### src/rtl/metric_pingpong_pkg.sv
package metric_pingpong_pkg;

  // Per-half occupancy state.
  typedef enum logic [1:0] {
    H_EMPTY = 2'd0,
    H_WAIT  = 2'd1,
    H_FULL  = 2'd2
  } halfState_e;

  // Strobes from control to the storage datapath.
  typedef struct packed {
    logic memWe;   // write the word on wrData at wrAddr
    logic rdLive;  // read half currently holds unread data
  } ppStrobe_t;

  // Long burst is chosen when the code matches the rate's long code.
  function automatic logic isLongBurst(input logic [1:0] rateSel,
                                       input logic [3:0] code);
    case (rateSel)
      2'b00:   return code == 4'd3;
      2'b01:   return code == 4'd7;
      default: return code == 4'd15;
    endcase
  endfunction

endpackage

### src/rtl/metric_pingpong_ctrl.sv
module metric_pingpong_ctrl
  import metric_pingpong_pkg::*;
#(
  parameter int HALF_WORDS = 16,
  parameter int LEN_W      = 16,
  localparam int PTR_W     = $clog2(HALF_WORDS),
  localparam int CNT_W     = $clog2(HALF_WORDS + 1)
) (
  input  logic             clk,
  input  logic             rstN,
  input  logic             start,
  input  logic [1:0]       rateSel,
  input  logic [3:0]       burstCode,
  input  logic [LEN_W-1:0] blockWords,
  input  logic             wrValid,
  input  logic             rdEn,
  output logic             refillReq,
  output logic             rdValid,
  output logic             overflowErr,
  output logic [PTR_W:0]   wrAddr,
  output logic [PTR_W:0]   rdAddr,
  output ppStrobe_t        strobe
);

  localparam int SHORT_WORDS = HALF_WORDS / 2;

  halfState_e       halfState [2];
  logic [CNT_W-1:0] halfLen   [2];
  logic             wrHalf, rdHalf, reqHalf;
  logic [PTR_W-1:0] wrPtr, rdPtr;
  logic [LEN_W-1:0] remaining;
  logic [CNT_W-1:0] burstW;

  logic             issueNow, wrAccept, wrLast, rdFire, rdLast;
  logic [CNT_W-1:0] reqLen;
  logic [LEN_W-1:0] burstWide;

  assign burstWide = LEN_W'(burstW);
  assign reqLen    = (remaining < burstWide) ? CNT_W'(remaining) : burstW;
  assign issueNow  = !start && (halfState[reqHalf] == H_EMPTY) && (remaining != '0);

  assign wrAccept  = wrValid && !start && (halfState[wrHalf] == H_WAIT);
  assign wrLast    = CNT_W'(wrPtr) == (halfLen[wrHalf] - CNT_W'(1));

  assign rdValid   = halfState[rdHalf] == H_FULL;
  assign rdFire    = rdEn && rdValid && !start;
  assign rdLast    = CNT_W'(rdPtr) == (halfLen[rdHalf] - CNT_W'(1));

  assign wrAddr        = {wrHalf, wrPtr};
  assign rdAddr        = {rdHalf, rdPtr};
  assign strobe.memWe  = wrAccept;
  assign strobe.rdLive = rdValid;

  always_ff @(posedge clk) begin
    if (!rstN) begin
      for (int h = 0; h < 2; h++) begin
        halfState[h] <= H_EMPTY;
        halfLen[h]   <= '0;
      end
      wrHalf      <= 1'b0;
      rdHalf      <= 1'b0;
      reqHalf     <= 1'b0;
      wrPtr       <= '0;
      rdPtr       <= '0;
      remaining   <= '0;
      burstW      <= CNT_W'(SHORT_WORDS);
      refillReq   <= 1'b0;
      overflowErr <= 1'b0;
    end else if (start) begin
      for (int h = 0; h < 2; h++) begin
        halfState[h] <= H_EMPTY;
        halfLen[h]   <= '0;
      end
      wrHalf      <= 1'b0;
      rdHalf      <= 1'b0;
      reqHalf     <= 1'b0;
      wrPtr       <= '0;
      rdPtr       <= '0;
      remaining   <= blockWords;
      burstW      <= isLongBurst(rateSel, burstCode) ? CNT_W'(HALF_WORDS)
                                                     : CNT_W'(SHORT_WORDS);
      refillReq   <= 1'b0;
      overflowErr <= 1'b0;
    end else begin
      refillReq <= issueNow;
      // Request a burst for the next half in fill order.
      if (issueNow) begin
        halfState[reqHalf] <= H_WAIT;
        halfLen[reqHalf]   <= reqLen;
        remaining          <= remaining - LEN_W'(reqLen);
        reqHalf            <= ~reqHalf;
      end
      // Master writes.
      if (wrValid) begin
        if (wrAccept) begin
          if (wrLast) begin
            halfState[wrHalf] <= H_FULL;
            wrPtr             <= '0;
            wrHalf            <= ~wrHalf;
          end else begin
            wrPtr <= wrPtr + 1'b1;
          end
        end else begin
          overflowErr <= 1'b1;
        end
      end
      // Core reads.
      if (rdFire) begin
        if (rdLast) begin
          halfState[rdHalf] <= H_EMPTY;
          rdPtr             <= '0;
          rdHalf            <= ~rdHalf;
        end else begin
          rdPtr <= rdPtr + 1'b1;
        end
      end
    end
  end

  // an unaccepted write raises the flag on the next cycle.
  a_r7_drop_flags: assert property (@(posedge clk) disable iff (!rstN)
    wrValid && !start && (halfState[wrHalf] != H_WAIT) |=> overflowErr);

  // the flag is sticky until start.
  a_r7_sticky: assert property (@(posedge clk) disable iff (!rstN)
    overflowErr && !start |=> overflowErr);

  // a read with nothing available moves no read state.
  a_r9_idle_read: assert property (@(posedge clk) disable iff (!rstN)
    rdEn && !rdValid && !start |=> $stable(rdPtr) && $stable(rdHalf));

  // every request pulse is paid for out of the block total.
  a_r6_req_consumes: assert property (@(posedge clk) disable iff (!rstN)
    refillReq |-> remaining < $past(remaining));

  // start clears the flag and suppresses a request in the next cycle.
  a_r8_start_clears: assert property (@(posedge clk) disable iff (!rstN)
    start |=> !overflowErr && !refillReq && !rdValid);

  // every live half expects a non-zero length no larger than the burst.
  for (genvar h = 0; h < 2; h++) begin : g_lenChk
    a_r3_len_in_range: assert property (@(posedge clk) disable iff (!rstN)
      (halfState[h] != H_EMPTY) |-> (halfLen[h] != '0) && (halfLen[h] <= burstW));
  end

endmodule

### src/rtl/metric_pingpong_dpath.sv
module metric_pingpong_dpath
  import metric_pingpong_pkg::*;
#(
  parameter int DATA_W     = 64,
  parameter int HALF_WORDS = 16,
  localparam int PTR_W     = $clog2(HALF_WORDS),
  localparam int DEPTH     = 2 * HALF_WORDS
) (
  input  logic              clk,
  input  logic              rstN,
  input  ppStrobe_t         strobe,
  input  logic [PTR_W:0]    wrAddr,
  input  logic [PTR_W:0]    rdAddr,
  input  logic [DATA_W-1:0] wrData,
  output logic [DATA_W-1:0] rdData
);

  logic [DATA_W-1:0] store [DEPTH];

  always_ff @(posedge clk) begin
    if (strobe.memWe) store[wrAddr] <= wrData;
  end

  assign rdData = store[rdAddr];

  // a write never lands in the half the core is reading.
  a_r4_no_clobber: assert property (@(posedge clk) disable iff (!rstN)
    strobe.memWe && strobe.rdLive |-> wrAddr[PTR_W] != rdAddr[PTR_W]);

endmodule

### src/rtl/metric_pingpong.sv
module metric_pingpong
  import metric_pingpong_pkg::*;
#(
  parameter int DATA_W     = 64,
  parameter int HALF_WORDS = 16,
  parameter int LEN_W      = 16
) (
  input  logic              clk,
  input  logic              rstN,
  input  logic              start,
  input  logic [1:0]        rateSel,
  input  logic [3:0]        burstCode,
  input  logic [LEN_W-1:0]  blockWords,
  input  logic              wrValid,
  input  logic [DATA_W-1:0] wrData,
  output logic              refillReq,
  input  logic              rdEn,
  output logic              rdValid,
  output logic [DATA_W-1:0] rdData,
  output logic              overflowErr
);

  localparam int PTR_W = $clog2(HALF_WORDS);

  ppStrobe_t      strobe;
  logic [PTR_W:0] wrAddr, rdAddr;

  metric_pingpong_ctrl #(
    .HALF_WORDS(HALF_WORDS),
    .LEN_W     (LEN_W)
  ) u_ctrl (
    .clk        (clk),
    .rstN       (rstN),
    .start      (start),
    .rateSel    (rateSel),
    .burstCode  (burstCode),
    .blockWords (blockWords),
    .wrValid    (wrValid),
    .rdEn       (rdEn),
    .refillReq  (refillReq),
    .rdValid    (rdValid),
    .overflowErr(overflowErr),
    .wrAddr     (wrAddr),
    .rdAddr     (rdAddr),
    .strobe     (strobe)
  );

  metric_pingpong_dpath #(
    .DATA_W    (DATA_W),
    .HALF_WORDS(HALF_WORDS)
  ) u_dpath (
    .clk   (clk),
    .rstN  (rstN),
    .strobe(strobe),
    .wrAddr(wrAddr),
    .rdAddr(rdAddr),
    .wrData(wrData),
    .rdData(rdData)
  );

endmodule

### config.mk
export PLATFORM = sky130hd
export DESIGN_NAME = metric_pingpong
export DESIGN_NICKNAME = d
export VERILOG_FILES = /design/src/rtl/metric_pingpong_pkg.sv /design/src/rtl/metric_pingpong_ctrl.sv /design/src/rtl/metric_pingpong_dpath.sv /design/src/rtl/metric_pingpong.sv
export SDC_FILE = /design/constraint.sdc
export NUM_CORES = 2
export LEC_CHECK = 0
export CORE_ASPECT_RATIO = 1.2
export CORE_MARGIN = 10
export CORE_UTILIZATION = 45
export CTS_BUF_LIST = sky130_fd_sc_hd__clkbuf_4
export DETAILED_ROUTE_END_ITERATION = 6
export DONT_BUFFER_PORTS = 1
export PLACE_DENSITY = 0.57
export SLEW_MARGIN = 20
export SYNTH_ARGS = -nofsm -noshare
export SYNTH_HDL_FRONTEND = slang
export SYNTH_SLANG_ARGS = --single-unit
### constraint.sdc
create_clock -name clk -period 5.17 [get_ports clk]
set_input_delay 0.517 -clock clk [delete_from_list [all_inputs] [get_ports clk]]
set_output_delay 0.517 -clock clk [all_outputs]
set_load 0.01 [all_outputs]
# == After elaboration in Yosys (flattened, before gate mapping) ==
# Memories as Yosys holds them, arrays and structs flattened. A register that Yosys moved wholly into a read port is not among the register bits.
# Cells that the tools add are included.
# word_totals
reg_bits,34
latchBits,0
ram_bits,2062
rom_bits,0
in_bits,91
out_inout_bits,67
wordCells,107
n_memories,3
# memory_table
name,words,word_bits,rd,rd_ports_with_merged_regs,wr,line_no,source
u_dpath.store,32,64,1,0,1,metric_pingpong_dpath.sv:18,logic [DATA_W-1:0] store [DEPTH];
u_ctrl.halfLen,2,5,2,2,2,metric_pingpong_ctrl.sv:28,logic [CNT_W-1:0] halfLen [2];
u_ctrl.halfState,2,2,3,3,3,metric_pingpong_ctrl.sv:27,halfState_e halfState [2];
# classes
n_addsub,5
multipliers,0
div,0
order_cmp,1
eq_ne,8
shifts,0
n_mux,53
bitwise_logic,9
reduce_logical,19
# op_table
operator,n
two-way mux 1 bit,39
two-way mux 16 bit,2
two-way mux 5 bit,5
< comparator 16 x 5 -> 1 bit,1
nonzero test 16 bit,1
subtractor 16 x 5 -> 16 bit,1
equality test 4 x 5 -> 1 bit,2
"subtractor 5 x 1 -> 5 bit, second input constant",2
"adder 4 x 1 -> 4 bit, second input constant",2
two-way mux 2 bit,4
two-way mux 4 bit,2
logical AND 1 bit,6
AND reduction 2 bit,3
OR reduction 2 bit,3
inverter 1 bit,5
OR reduction 5 bit,1
"equality test 2 x 1 -> 1 bit, second input constant",2
"equality test 4 x 2 -> 1 bit, second input constant",1
"equality test 4 x 3 -> 1 bit, second input constant",1
"equality test 4 bit, second input constant",1
zero test 2 bit,2
OR 1 bit,4
AND reduction 3 bit,1
"equality test 2 bit, second input constant",1
3 further kinds,3

# == Depth between registers and ports, before layout ==
# depth
word_depth,10
ltp_mapped,11
mapped_depth_nobuf,11

# == Hierarchy ==
# A second synthesis with hierarchy kept.
# unflattened
cells_unflattened,3350
area_unflattened_um2,80448.4
# modules_own_cells
mod,n_inst,cells_each,area_each_um2,seq_area_each_um2
metric_pingpong_dpath,1,3033,77683.3,61499.0
metric_pingpong_ctrl,1,317,2765.2,1061.0

# == Worst setup path before layout ==
# Ideal clock, no wire load.
# synth_path
path_type,register -> register
start,reg with a tool-made name
end,mem u_dpath.store[31][0] (enable)
setup_time_ps,487
t_arrival_ps,4067
t_required_ps,4683
path_slack_ps,617
stages_incl_launch_ff,6
path_buffers,1
period_less_slack_ps,4553
path_cell_list,dfxtp_1 > buf_2 > or3b_1 > a21oi_4 > nand2_1 > nor2_1
# synth_rtl
item,line_no
to (decl),metric_pingpong_dpath.sv:18

# == Final worst setup path ==
# layout_path
start,reg u_ctrl.rdPtr[0]
end,out rdData[40]
# layout_via
elab_chain_cells,1
# layout_rtl
item,line_no,source
from (decl),metric_pingpong_ctrl.sv:30,"logic [PTR_W-1:0] wrPtr, rdPtr;"
from (signal assigned),metric_pingpong_ctrl.sv:114,rdPtr <= rdPtr + 1'b1;
memory read (32 x 64 bit),n/a,
to (decl),metric_pingpong.sv:19,"output logic [DATA_W-1:0] rdData,"
# No other way between the ends.

==> results.tsv <==
stage	metric	value	unit
run_status	status	complete, but fails checks	
run_status	violations	design-rule violations	
timing	clock.fmax	0.211	GHz
placed_design	finalWeightedCongestion	0.784	
power_and_ir_drop	pwr_density_cell	358	mW/mm^2
timing	hold_viol	0	
floorplanning	core-area	0.177	mm^2
yosys	ys_top_cells_by_count	edfxtp_1 (2058), mux4_2 (640), clkbuf_1 (101)	
critical_path	crit_type	register to output pin	
timing	fin_tns_setup	0	ps
yosys	synthArstFlopShare	0	
routing	drtAntennaViolNets	0	
grt	met2_usage	0.341	
power_and_ir_drop	leakage	27.9	nW
critical_path	cp-start-kind	register	
timing	worst_clock_skew	105	ps
yosys	ys_top_cells_by_area	edfxtp_1 (77%), mux4_2 (18%), dfxtp_1 (0.95%)	
yosys	synth_fp_nets	3417	
grt	use_met1	0.285	
grt	antenna_found_initial	16	
power_and_ir_drop	total_power	32.8	mW
cells_and_area	nFillCells	14000	
timing	finalSetupViolations	0	
floorplanning	start_util	0.453	
clock_network	numCtsBuffers	541	
routing	vias	39000	
clock_network	htreeDepth	6	
worst_hold_path	hold_path.class	primary input to register	
grt	grt_pass1_vias	41500	
timing	fin_crit_sh	0.915	
critical_path	critical_path_arrival	4210	ps
cells_and_area	drive_gt1_frac	0.381	
routing	remaining_drc_errors	3	
grt	grt.total_usage	0.212	
cells_and_area	area_growth	14.1	%
floorplanning	dieArea	0.196	mm^2
yosys	syn_avg_cell_area	24.2	um^2
yosys	synthFlopType	edfxtp_1	
yosys	yosysWarnings	0	
yosys	ys_seq_area_frac	0.779	
clock_network	clk_latency	1310	ps
timing	slew-limit-headroom	0.234	
clock_network	cts-resized-gates	0	
critical_path	critPathCaptureType	output pin	
power_and_ir_drop	peakVddDrop	0.000216	V
clock_network	clk_pin_slew_worst_paths	70	ps
critical_path	path_max_fanout	36	
routing	viasPerCell	5.94	
routing	drt-total-wl	207	mm
timing	layout_setup_ws	438	ps
yosys	synth_cell_type_count	63	
placed_design	portBuffers	0	
flow_run	cap_violations	0	
placed_design	dp.cells	5546	
yosys	yosysTopAreaCell	edfxtp_1	
grt	grt_busiest_layer	met2	
yosys	syn_area	0.0803	mm^2
timing	rsz0062_at_grt	no	
floorplanning	pin_count	158	
timing	worst_pin_slew	1150	ps
yosys	synth_edf_count	2058	
yosys	synth-seq-cells	2096	
yosys	synthCells	3315	
clock_network	cts_tree	done	
clock_network	cts_root_buffer	clkbuf_4	
cells_and_area	fin_cells	6565	
critical_path	critPathRequiredTime	4650	ps
routing	dr.first_iter.drc_count	4190	
clock_network	clockBufferDepth	4	
routing	dr.pass1.iters	7	
yosys	yosysTopAreaCellShare	0.769	
placed_design	place_ws	1580	ps
grt	grt_pass1_wl	296	mm
floorplanning	fp.dieH	483	um
grt	grt_overflow	0	
floorplanning	rows	169	
yosys	yosysMostFrequentCell	edfxtp_1	
timing	slew_violations	0	
routing	wl_per_cell	31.5	um
grt	grt_max_degree	106	
placed_design	dp_hpwl	97.9	mm
cells_and_area	nets	3997	
clock_network	clock_sinks	2096	
grt	gr-usage-met3	0.0537	
timing	fin_crit	4730	ps
floorplanning	fp.dieW	406	um
[registers in the layout (all words and copies together) (netlist names), named ones only]
signal	flops
u_ctrl.rdPtr	4
u_ctrl.remaining	16
u_ctrl.refillReq	1
u_ctrl.rdHalf	1
u_ctrl.halfLen	10
u_ctrl.reqHalf	1
u_ctrl.overflowErr	1
u_ctrl.burstW	2
u_ctrl.halfState	4
u_dpath.store	2048
u_ctrl.wrPtr	4
u_ctrl.wrHalf	1
[cell usage in the layout (no fill, tap or decap), types with 8 or more instances in the layout]
| cell type | Yosys | routed |
|---|---|---|
| o21ai_0 | 14 | 14 |
| clkinv_2 | 0 | 11 |
| nor2_1 | 53 | 21 |
| clkinv_1 | 0 | 100 |
| dfxtp_1 | 38 | 33 |
| a21oi_1 | 14 | 14 |
| inv_2 | 0 | 12 |
| nand2_1 | 89 | 89 |
| xor2_1 | 8 | 8 |
| buf_2 | 45 | 8 |
| a31oi_1 | 9 | 9 |
| xnor2_1 | 14 | 14 |
| mux2_2 | 40 | 40 |
| nor2_4 | 0 | 32 |
| or4_1 | 11 | 11 |
| ha_1 | 11 | 11 |
| clkbuf_4 | 0 | 760 |
| diode_2 | 0 | 13 |
| edfxtp_1 | 2058 | 2058 |
| nor3_1 | 17 | 17 |
| buf_12 | 0 | 46 |
| dlygate4sd3_1 | 0 | 106 |
| inv_1 | 11 | 10 |
| bufinv_16 | 0 | 9 |
| buf_4 | 0 | 47 |
| mux2i_1 | 11 | 11 |
| mux4_2 | 640 | 640 |
[worst max-delay path, cell delays in order (launching register included)]
cell	delay [ps]
dfxtp_4	730
buf_12	360
buf_12	320
mux4_2	560
mux4_2	510
mux2_2	360
[timing repair]
action,CTS,global route
hold endpoints to repair,2100,256
buffers inserted,0,0
setup endpoints to repair,0,0
hold buffers,106,8
[cell type report]
class	instances	area, um^2	area share
diodes	13	32.5	0.000355
clock buffers	760	5710	0.0623
clock inverters	132	749	0.00818
inverters	11	41.3	0.000451
multi-input cells	1038	17200	0.188
flip-flops and latches	2096	62600	0.683
well taps	2308	2890	0.0315
repair buffers	207	2370	0.0259
[power breakdown]
part           switching [mW]  internal, mW
logic                   0.381         0.152
registers              0.0327          18.7
clock network            6.36          7.19
total                    6.77          26.0
[routing by layer]
| layer | wire length [um] | up-vias | part of all wire |
|---|---|---|---|
| met5 | 80 | - | 0.00039 |
| met4 | 4460 | 12 | 0.022 |
| met3 | 16500 | 354 | 0.080 |
| met2 | 102000 | 1811 | 0.49 |
| met1 | 84000 | 21000 | 0.41 |
| li1 | - | 15900 | - |
[logic make-up after synthesis]
kind of cell | count (synthesis) | synth area share
muxes | 693 | 0.187
buffers and inverters | 181 | 0.00935
other | 1 | 0.0000467
and+or+nand+nor | 222 | 0.0132
AOI/OAI and AO/OA | 89 | 0.00757
xor gates and xnor gates | 22 | 0.00240
adders and majority gates | 11 | 0.00171
DFF | 2096 | 0.779
[through the flow]
stage / util / cell area (um^2) / hold slack, ps
6_report: 0.517 / 91600 / 260
5_1_grt: 0.517 / 91600 / 180
4_1_cts: 0.517 / 91500 / 89.6
3_5_place_dp: 0.474 / 84000 / 522
3_3_place_gp: 0.474 / 84000 / 501
2_1_floorplan: - / 80300 / 475
[final timing paths]
check | start | endpoint | slack [ps] | cells after the start
worst max register to register | u_ctrl.remaining[6] | u_ctrl.remaining[5] | 1240 | 10
worst min-delay path | wrData[30] | u_dpath.store[27][30] | 260 | 2
worst max-delay path | u_ctrl.rdPtr[0] | rdData[40] | 440 | 5
worst min register to register | u_ctrl.halfState[1][1] | u_ctrl.halfState[1][1] | 550 | 2
(Power assumes the default switching activity.)
